<file path="config.mk">
export PLATFORM = sky130hd
export DESIGN_NAME = audio_lane_distributor
export DESIGN_NICKNAME = d
export VERILOG_FILES = /design/src/rtl/alsd_pkg.sv /design/src/rtl/alsd_unpack.sv /design/src/rtl/alsd_collect.sv /design/src/rtl/alsd_frame_out.sv /design/src/rtl/audio_lane_distributor.sv
export SDC_FILE = /design/constraint.sdc
export NUM_CORES = 1
export LEC_CHECK = 0
export ABC_AREA = 1
export CAP_MARGIN = 20
export CORE_UTILIZATION = 48
export DETAILED_ROUTE_END_ITERATION = 7
export PLACE_DENSITY = 0.76
export SYNTH_ARGS = -nofsm -noshare
export SYNTH_HDL_FRONTEND = slang
export SYNTH_SLANG_ARGS = --single-unit
</file>
<file path="constraint.sdc">
create_clock -name clk_i -period 2.4 [get_ports clk_i]
set_clock_uncertainty 0.15 [all_clocks]
set_input_delay 0.6 -clock clk_i [delete_from_list [all_inputs] [get_ports clk_i]]
set_output_delay 0.6 -clock clk_i [all_outputs]
set_load 0.02 [all_outputs]
</file>
<file path="src/rtl/alsd_pkg.sv">
package alsd_pkg;
  localparam int SAMP_W = 16;
  localparam int WORD_W = 2 * SAMP_W;
  typedef logic [SAMP_W-1:0] sample_t;
  typedef logic [WORD_W-1:0] word_t;
endpackage

</file>
<file path="src/rtl/alsd_unpack.sv">
module alsd_unpack
  import alsd_pkg::*;
(
  input  word_t   word_i,
  input  logic    fmt32_i,
  input  logic    le_i,
  input  logic    sign_i,
  output sample_t sample_o
);
  localparam int NB_W = WORD_W / 8;
  localparam int NB_S = SAMP_W / 8;

  word_t   rev_w;
  sample_t rev_s;
  sample_t raw;

  // byte swap of full word and of the low sample
  always_comb begin
    for (int b = 0; b < NB_W; b++) rev_w[b*8 +: 8] = word_i[(NB_W-1-b)*8 +: 8];
    for (int b = 0; b < NB_S; b++) rev_s[b*8 +: 8] = word_i[(NB_S-1-b)*8 +: 8];
  end

  always_comb begin
    if (fmt32_i) raw = le_i ? word_i[WORD_W-1 -: SAMP_W] : rev_w[WORD_W-1 -: SAMP_W];
    else         raw = le_i ? word_i[SAMP_W-1:0]        : rev_s;
    sample_o = raw;
    sample_o[SAMP_W-1] = raw[SAMP_W-1] ^ sign_i;
  end
endmodule

</file>
<file path="src/rtl/alsd_collect.sv">
module alsd_collect
  import alsd_pkg::*;
#(
  parameter int LANES  = 4,
  parameter int LANE_W = 2,
  parameter int ADDR_W = 16
) (
  input  logic              clk_i,
  input  logic              rst_ni,
  input  logic [LANE_W-1:0] cfg_lanes_i,
  input  logic              cfg_stereo_i,
  input  logic              cfg_fmt32_i,
  input  sample_t           sample_i,
  input  logic              valid_i,
  output logic              ready_o,
  input  logic              release_i,
  output logic [ADDR_W-1:0] addr_o,
  output logic              full_o,
  output sample_t           stage_l_o [LANES],
  output sample_t           stage_r_o [LANES]
);
  localparam int CNT_W = $clog2(2 * LANES + 1);

  logic [CNT_W-1:0]  cnt_q;
  logic [CNT_W-1:0]  act;
  logic [CNT_W-1:0]  needed;
  logic [CNT_W-1:0]  lane_idx;
  logic              to_right;
  logic              accept;
  logic [ADDR_W-1:0] step;
  sample_t           stl_q [LANES];
  sample_t           str_q [LANES];

  always_comb begin
    act = CNT_W'(cfg_lanes_i) + CNT_W'(1);
    if (act > CNT_W'(LANES)) act = CNT_W'(LANES);
    needed   = cfg_stereo_i ? (act << 1) : act;
    lane_idx = cfg_stereo_i ? (cnt_q >> 1) : cnt_q;
    to_right = cfg_stereo_i & cnt_q[0];
    step     = cfg_fmt32_i ? ADDR_W'(4) : ADDR_W'(2);
  end

  assign full_o  = (cnt_q >= needed);
  assign ready_o = ~full_o;
  assign accept  = valid_i & ready_o;
  assign addr_o  = addr_q;

  logic [ADDR_W-1:0] addr_q;

  always_ff @(posedge clk_i or negedge rst_ni) begin
    if (!rst_ni) begin
      addr_q <= '0;
    end else if (accept) begin
      addr_q <= addr_q + step;
    end
  end

  always_ff @(posedge clk_i or negedge rst_ni) begin
    if (!rst_ni) begin
      cnt_q <= '0;
    end else if (release_i && full_o) begin
      cnt_q <= '0;
    end else if (accept) begin
      cnt_q <= cnt_q + CNT_W'(1);
    end
  end

  for (genvar l = 0; l < LANES; l++) begin : g_stage
    always_ff @(posedge clk_i or negedge rst_ni) begin
      if (!rst_ni) begin
        stl_q[l] <= '0;
        str_q[l] <= '0;
      end else if (release_i && full_o) begin
        stl_q[l] <= '0;
        str_q[l] <= '0;
      end else if (accept && lane_idx == CNT_W'(l)) begin
        if (to_right) str_q[l] <= sample_i;
        else          stl_q[l] <= sample_i;
      end
    end
    assign stage_l_o[l] = stl_q[l];
    assign stage_r_o[l] = str_q[l];
  end

  assert_addr_step_R2: assert property (@(posedge clk_i) disable iff (!rst_ni)
    accept |=> (addr_q == $past(addr_q) + $past(step)));

  assert_addr_hold_R2: assert property (@(posedge clk_i) disable iff (!rst_ni)
    !accept |=> $stable(addr_q));

  assert_no_overfill_R9: assert property (@(posedge clk_i) disable iff (!rst_ni)
    full_o |=> (cnt_q <= $past(needed)));

  assert_mono_right_zero_R4: assert property (@(posedge clk_i) disable iff (!rst_ni)
    (accept && !cfg_stereo_i) |=> $stable(str_q[0]));
endmodule

</file>
<file path="src/rtl/alsd_frame_out.sv">
module alsd_frame_out
  import alsd_pkg::*;
#(
  parameter int LANES = 4
) (
  input  logic    clk_i,
  input  logic    rst_ni,
  input  logic    req_i,
  input  logic    full_i,
  input  sample_t stage_l_i [LANES],
  input  sample_t stage_r_i [LANES],
  output logic    valid_o,
  output logic    underrun_o,
  output sample_t out_l_o [LANES],
  output sample_t out_r_o [LANES]
);
  sample_t ol_q [LANES];
  sample_t or_q [LANES];

  always_ff @(posedge clk_i or negedge rst_ni) begin
    if (!rst_ni) begin
      valid_o    <= 1'b0;
      underrun_o <= 1'b0;
    end else begin
      valid_o <= req_i;
      if (req_i) underrun_o <= ~full_i;
    end
  end

  for (genvar l = 0; l < LANES; l++) begin : g_out
    always_ff @(posedge clk_i or negedge rst_ni) begin
      if (!rst_ni) begin
        ol_q[l] <= '0;
        or_q[l] <= '0;
      end else if (req_i) begin
        ol_q[l] <= full_i ? stage_l_i[l] : '0;
        or_q[l] <= full_i ? stage_r_i[l] : '0;
      end
    end
    assign out_l_o[l] = ol_q[l];
    assign out_r_o[l] = or_q[l];

    assert_underrun_silent_R10: assert property (@(posedge clk_i) disable iff (!rst_ni)
      underrun_o |-> (ol_q[l] == '0 && or_q[l] == '0));
  end

  assert_valid_after_req_R9: assert property (@(posedge clk_i) disable iff (!rst_ni)
    valid_o |-> $past(req_i));

  assert_valid_pulse_R9: assert property (@(posedge clk_i) disable iff (!rst_ni)
    (req_i && !full_i) |=> (valid_o && underrun_o));
endmodule

</file>
<file path="src/rtl/audio_lane_distributor.sv">
module audio_lane_distributor
  import alsd_pkg::*;
#(
  parameter int LANES  = 4,
  parameter int LANE_W = (LANES > 1) ? $clog2(LANES) : 1,
  parameter int ADDR_W = 16
) (
  input  logic                      clk_i,
  input  logic                      rst_ni,
  input  logic [LANE_W-1:0]         cfg_lanes_i,
  input  logic                      cfg_stereo_i,
  input  logic                      cfg_fmt32_i,
  input  logic                      cfg_le_i,
  input  logic                      cfg_sign_i,
  input  logic [2*SAMP_W-1:0]       word_i,
  input  logic                      word_valid_i,
  output logic                      word_ready_o,
  output logic [ADDR_W-1:0]         rd_addr_o,
  input  logic                      frame_req_i,
  output logic                      frame_valid_o,
  output logic                      underrun_o,
  output logic [LANES*SAMP_W-1:0]   left_o,
  output logic [LANES*SAMP_W-1:0]   right_o
);
  sample_t smp;
  logic    full;
  sample_t stage_l [LANES];
  sample_t stage_r [LANES];
  sample_t out_l   [LANES];
  sample_t out_r   [LANES];

  alsd_unpack u_unpack (
    .word_i   (word_i),
    .fmt32_i  (cfg_fmt32_i),
    .le_i     (cfg_le_i),
    .sign_i   (cfg_sign_i),
    .sample_o (smp)
  );

  alsd_collect #(.LANES(LANES), .LANE_W(LANE_W), .ADDR_W(ADDR_W)) u_collect (
    .clk_i        (clk_i),
    .rst_ni       (rst_ni),
    .cfg_lanes_i  (cfg_lanes_i),
    .cfg_stereo_i (cfg_stereo_i),
    .cfg_fmt32_i  (cfg_fmt32_i),
    .sample_i     (smp),
    .valid_i      (word_valid_i),
    .ready_o      (word_ready_o),
    .release_i    (frame_req_i),
    .addr_o       (rd_addr_o),
    .full_o       (full),
    .stage_l_o    (stage_l),
    .stage_r_o    (stage_r)
  );

  alsd_frame_out #(.LANES(LANES)) u_frame_out (
    .clk_i      (clk_i),
    .rst_ni     (rst_ni),
    .req_i      (frame_req_i),
    .full_i     (full),
    .stage_l_i  (stage_l),
    .stage_r_i  (stage_r),
    .valid_o    (frame_valid_o),
    .underrun_o (underrun_o),
    .out_l_o    (out_l),
    .out_r_o    (out_r)
  );

  for (genvar l = 0; l < LANES; l++) begin : g_flat
    assign left_o [l*SAMP_W +: SAMP_W] = out_l[l];
    assign right_o[l*SAMP_W +: SAMP_W] = out_r[l];

    assert_unfed_lane_zero_R5: assert property (@(posedge clk_i) disable iff (!rst_ni)
      (frame_valid_o && (l > int'(cfg_lanes_i))) |-> (out_l[l] == '0 && out_r[l] == '0));

    assert_mono_right_zero_R4: assert property (@(posedge clk_i) disable iff (!rst_ni)
      (frame_valid_o && !cfg_stereo_i) |-> (out_r[l] == '0));
  end

  assert_ready_blocks_R9: assert property (@(posedge clk_i) disable iff (!rst_ni)
    (full && !frame_req_i) |=> !word_ready_o);
endmodule

</file>
==> results of run 1 <==
## logic make-up (layout without fill, tap and decap cells)
logic type                 Yosys count  count (layout)  synth area share (%)
buffers and inverters              124             377                  5.67
adders and majority gates           10              10                  1.13
AOI/OAI and AO/OA                  174             174                  11.7
xor gates and xnor gates            13              13                 0.972
other                                1               1                0.0320
muxes                                1               1                0.0854
DFF                                277             277                  59.2
and+or+nand+nor                    523             531                  21.3
## worst reg2reg max path, stage by stage, from the launching register on
cell       delay [ps]
dfrtp_1           400
ha_1              340
a21oi_2           210
buf_4             150
nand4_4           120
buf_8             160
buf_4             140
nor2_4            230
clkbuf_16         220
nand4_1            90
nand2_1            90
## path summary, 6_finish.rpt
path	slack [ps]	from	cells after the start	endpoint
setup / recovery	-180	cfg_lanes_i[0]	11	word_ready_o
hold / removal	320	u_collect.stage_r_o[44]	2	u_collect.stage_r_o[44]
min in group asynchronous	480	rst_ni	2	u_frame_out.out_l_o[0]
setup reg to reg	20	u_collect.cnt_q[3]	10	u_collect.stage_r_o[18]
hold reg to reg	320	u_collect.stage_r_o[44]	2	u_collect.stage_r_o[44]
max in group asynchronous	920	rst_ni	3	u_frame_out.out_r_o[57]
## placed cells by master, fill, tap and decap left out, drive strengths merged, types with 7 or more instances in the layout
cell           instances
ha                     9
o22ai                  8
nand2                326
nor3                   7
o21ai                 36
clkinv                 7
xor2                  10
nor2                  35
a22o                 128
nand4                131
dfrtp                277
buf                  101
inv                   36
clkbuf                48
nand3                 31
clkdlybuf4s50        175
## routing by layer
metal	vias to the layer above	wire (um)	global-route usage [%]
li1	4437	-	-
met1	4841	14200	37.4
met2	459	16200	42.5
met3	55	3020	5.50
met4	0	868	7.55
met5	-	0	0
## cell type report
class	instances	area, sq um	area share (%)
multi-input cells	730	4400	27.4
well taps	319	399	2.49
clock buffers	45	866	5.39
inverters	38	149	0.927
flip-flops and latches	277	6930	43.2
repair buffers	287	3250	20.3
clock inverters	7	62.6	0.390
## Yosys cell counts, types with 3 or more instances
cell,n
o21ai_1,9
dfrtp_1,277
o22ai_1,8
nor2_2,5
nand3_4,8
nor3_1,7
buf_4,12
o21ai_0,27
a22o_1,128
nand4_1,130
nand3_1,14
xnor2_1,3
nand2_2,6
buf_6,16
buf_2,26
nor2_1,30
xor2_1,10
nand2_1,318
inv_1,35
ha_1,9
clkbuf_1,30
## flip-flops by register name, indices dropped and copies added (netlist names)
name and flops:
u_frame_out.out_r_o 64, u_collect.addr_o 15, u_frame_out.out_l_o 64, u_frame_out.valid_o 1, u_frame_out.underrun_o 1, u_collect.cnt_q 4, u_collect.stage_l_o 64, u_collect.stage_r_o 64
## through the flow
step	TNS, ps	hold WS, ps
5_1_grt	-2520	341
3_5_place_dp	-228770	309
2_1_floorplan	-20210	154
4_1_cts	-199	324
6_report	-403	323
3_3_place_gp	-215710	304
## power by group
part | leakage [nW] | total, mW | internal [mW] | switching (mW)
combinational | 3.63 | 8.77 | 3.71 | 5.07
sequential | 3.78 | 7.02 | 6.07 | 0.956
clock | 0.458 | 4.33 | 2.57 | 1.77
total | 7.86 | 20.1 | 12.3 | 7.79
## repair_timing
item                       CTS  global route
hold buffers                 1             0
buffers inserted             8             4
pin swaps                    8            36
hold endpoints to repair    57             0
gates resized for setup     34            33
cloned                       5            10
setup endpoints to repair  278           133
==> summary.txt, run 1 <==
Final nets = 1414
Setup WS pre-CTS = -1210 ps
Filler cells = 1807
die height = 158 um
Synth area leaders = dfrtp_1 59%, nand2_1 10%, a22o_1 9.6%
Clock Latency Late Sink = 530 ps
Inserted Clock Buffers = 28
total track usage = 26.8%
Design Area, Final = 0.0161 sq mm
# diodes = 0
share of flip-flops with an asynchronous set or reset = 100%
pwr/cell area = 1250 mW/mm^2
Area Growth Syn to Fin = 37.1%
Critical Path End Type = output pin
PnR worst setup slack = -184 ps
sequential area share after synthesis = 59.2%
slew margin rel. = 58.7%
CP top delay family = adder cells
Port-buffer cells = 187
initial antenna violation count = 0
# DRC = 0
via count = 9792
layout cells sized above 1 = 14.2%
Avg Cell Area, Syn = 10.4 sq um
drt wl/cell = 20.1 um
first-pass GRT wire length = 51.5 mm
Core Util, Final = 67.8%
violated checks = negative setup slack
ys flop type = dfrtp_1
outcome = finished, violations left
Post-DP Area = 0.0146 sq mm
Clk pin slew, worst setup/hold paths = 60 ps
hpwl dp = 20.7 mm
number of synthesized register bits = 277
RSZ-0062 raised after global routing = yes
io pins = 189
mapped cell area = 0.0117 sq mm
die width = 158 um
maximum vdd drop = 0.657 mV
worst-path fanout max = 3
Synth area leader = dfrtp_1
HP Class = reg -> reg
Buffers & Inverters on Critical Path = 3
post-synthesis cell type count = 34
worst-path cell chain = buf_6 -> ha_4 -> o21ai_2 -> o21ai_2 -> ha_1 -> nand2_1 -> nand2_1 -> nand2_4 -> nand3_4 -> inv_2 -> buf_6
Placer Congestion = 0.839
wirelength, routed = 34.3 mm
fmax = 387 MHz
post-route ant nets = 0
die area = 0.0250 sq mm
initial core utilization = 49.5%
critical path class = in -> out
H-tree levels = 1
Tot Pwr = 20.1 mW
Core Rows = 56
Final Setup Violations = 14
syn nets = 1175
total of max-cap violations = 0
final hold violations = 0
max-slew violations = 0
CP Data Required Time = 1650 ps
vias per inst = 5.75
Finished Layout Cells = 1703
DR iter-0 viols = 818
1st-pass router iterations = 5
cell count after synthesis = 1123
Clock Root Buffer = clkbuf_16
crit share post-route = 108%
TritonCTS sink count = 277
Longest Clk Path Bufs = 3
fin crit period = 2580 ps
Placed Cells = 1629
largest net degree at the start of global routing = 93
EDFF count, synth = 0
Worst-Margin Slew = 619 ps
Core Area = 0.0237 sq mm
CP max stage delay = 300 ps
critical path startpoint category = input port
P_leak = 7.86 nW
total grt overflow = 0
post-synth top area share = 59.2%
Worst EP arrival = 1830 ps
critical path's slowest cell = ha_1
vias in the first global route = 9275
Yosys warning count = 0
TritonCTS clock tree = done
Note: power is estimated with default switching activity, not from simulation.
==> run 2: changes to the inputs <==
Settings changed: CTS_CLUSTER_SIZE set to 16, GPL_ROUTABILITY_DRIVEN set to 0, SKIP_LAST_GASP set to 1.
==> run 2 against run 1 <==
  * The run still ends with negative setup slack left
  * Die area stayed put
  * Routed wire length decreased by 3.1%
  * Register-to-register slack gained 110 ps
  * Non-clock buffer count fell by 20
  * Global-route usage shrank 0.56 points
  * Sequential power barely moved
  * Via count is 1.7% lower
  * Worst setup slack lost 15 ps
  * Clock power about the same
==> summary.txt, run 2 (same netlist as run 1, synthesis figures left out) <==
Critical Path End Type = output pin
slew margin rel. = 62.5%
Clk pin slew, worst setup/hold paths = 60 ps
RSZ-0062 raised after global routing = yes
Worst EP arrival = 1850 ps
vias per inst = 5.73
vias in the first global route = 9338
worst reg2reg path startpoint = u_collect.cnt_q[1]
# DRC = 0
total grt overflow = 0
1st-pass router iterations = 5
CP top delay family = adder cells
Core Area = 0.0237 sq mm
drt wl/cell = 19.8 um
violated checks = negative setup slack
CP Data Required Time = 1650 ps
critical path's most frequent cell = buf_6
wirelength, routed = 33.2 mm
TritonCTS clock tree = done
final hold violations = 0
Design Area, Final = 0.0156 sq mm
Worst R2R Setup Slack = 130 ps
outcome = finished, violations left
worst r2r path cells = 12
total track usage = 26.3%
Filler cells = 1845
most common cell after layout, fill and taps aside = nand2_1
Post-DP Area = 0.0145 sq mm
initial core utilization = 49.5%
Hold Startpoint = u_collect.stage_l_o[47]
via count = 9623
critical path startpoint category = input port
layout cells sized above 1 = 12.8%
CP max stage delay = 300 ps
critical path class = in -> out
critical path's slowest cell = ha_1
largest net degree at the start of global routing = 95
total of max-cap violations = 0
Worst-Margin Slew = 563 ps
fmax = 385 MHz
Critical R2R Capture = u_collect.stage_l_o[63]
die area = 0.0250 sq mm
DR iter-0 viols = 731
initial antenna violation count = 0
io pins = 189
worst-path cell chain = buf_6 -> ha_4 -> o21ai_1 -> ha_1 -> nand2_1 -> inv_1 -> nand2_2 -> nand3_4 -> inv_2 -> buf_6
Final nets = 1392
Longest Clk Path Bufs = 3
crit share post-route = 108%
post-route ant nets = 0
commonest cells after routing, fill and taps aside = 315 x nand2_1, 277 x dfrtp_1, 177 x clkdlybuf4s50_1
Final Setup Violations = 1
TritonCTS sink count = 277
Core Rows = 56
first-pass GRT wire length = 50.8 mm
Setup WS pre-CTS = -1240 ps
hold path depth = 2
max-slew violations = 0
Clock Root Buffer = clkbuf_16
H-tree levels = 1
Clock Latency Late Sink = 530 ps
Crit path depth = 10
die width = 158 um
hpwl dp = 20.9 mm
Area Growth Syn to Fin = 33.5%
die height = 158 um
pwr/cell area = 1240 mW/mm^2
Port-buffer cells = 187
Inserted Clock Buffers = 27
P_leak = 7.63 nW
PnR worst setup slack = -199 ps
HP Class = reg -> reg
maximum vdd drop = 0.863 mV
worst-path fanout max = 3
# diodes = 0
Buffers & Inverters on Critical Path = 4
Hold Path Sink = u_collect.stage_l_o[47]
fin crit period = 2600 ps
==> run 2: metrics by stage <==
stage | util, % | total power, mW | std cells | hold WS, ps | setup TNS, ps
2_1_floorplan | - | 11.5 | 1123 | 154 | -20210
3_3_place_gp | 61.4 | 14.4 | 1621 | 305 | -210910
3_5_place_dp | 61.4 | 14.6 | 1621 | 309 | -234130
4_1_cts | 65.3 | 18.9 | 1670 | 324 | -213
5_1_grt | 66.0 | 20.3 | 1678 | 335 | -1910
6_report | 66.0 | 19.3 | 1678 | 318 | -199
==> run 2: power by group <==
part	leakage [nW]	internal (mW)	total (mW)	switching, mW
clock	0.440	2.54	4.30	1.76
combinational	3.42	3.27	8.03	4.75
sequential	3.78	6.07	7.02	0.950
total	7.63	11.9	19.3	7.47
==> run 2: layout make-up <==
type / count / area (sq um) / area share (%)
sequential: 277 / 6930 / 44.3
multi-input combinational: 729 / 4300 / 27.5
timing repair buffer: 267 / 2960 / 18.9
clock buffer: 36 / 759 / 4.86
tap: 319 / 399 / 2.55
inverter: 38 / 146 / 0.936
clock inverter: 12 / 143 / 0.912
==> run 2: worst max-delay path by stage <==
stage                         from                endpoint  slack [ps]
global placement    cfg_lanes_i[0]            word_ready_o       -1170
detailed placement  cfg_lanes_i[0]            word_ready_o       -1240
floorplan           cfg_lanes_i[1]  u_frame_out.out_l_o[0]        -130
CTS                 cfg_lanes_i[1]            word_ready_o        -210
finish              cfg_lanes_i[0]            word_ready_o        -200
global route        cfg_lanes_i[1]            word_ready_o        -270
==> run 2: worst reg2reg max path, delay by kind of cell (launching register included) <==
kind / cells / cell delay, ps
adders and majority gates: 1 / 320
buffers and inverters: 3 / 410
DFF: 1 / 400
and+or+nand+nor: 8 / 860
==> run 2: timing repair <==
item                                    4_1_cts  5_1_grt
pin swaps                                     6        9
endpoints found under the setup margin      278       44
setup buffers                                 0        0
hold buffers                                  1        0
gates resized for setup                      26       14
cloned                                        0        8
endpoints found under the hold margin        53        0
==> run 2: per-layer routing <==
layer / routed length [um] / global-route usage (%) / part of all wire, % / up-vias
li1: - / - / - / 4388
met1: 13800 / 36.7 / 42 / 4725
met2: 15600 / 41.9 / 47 / 449
met3: 2830 / 4.57 / 8.5 / 61
met4: 906 / 7.78 / 2.7 / 0
met5: 0 / 0 / 0 / -
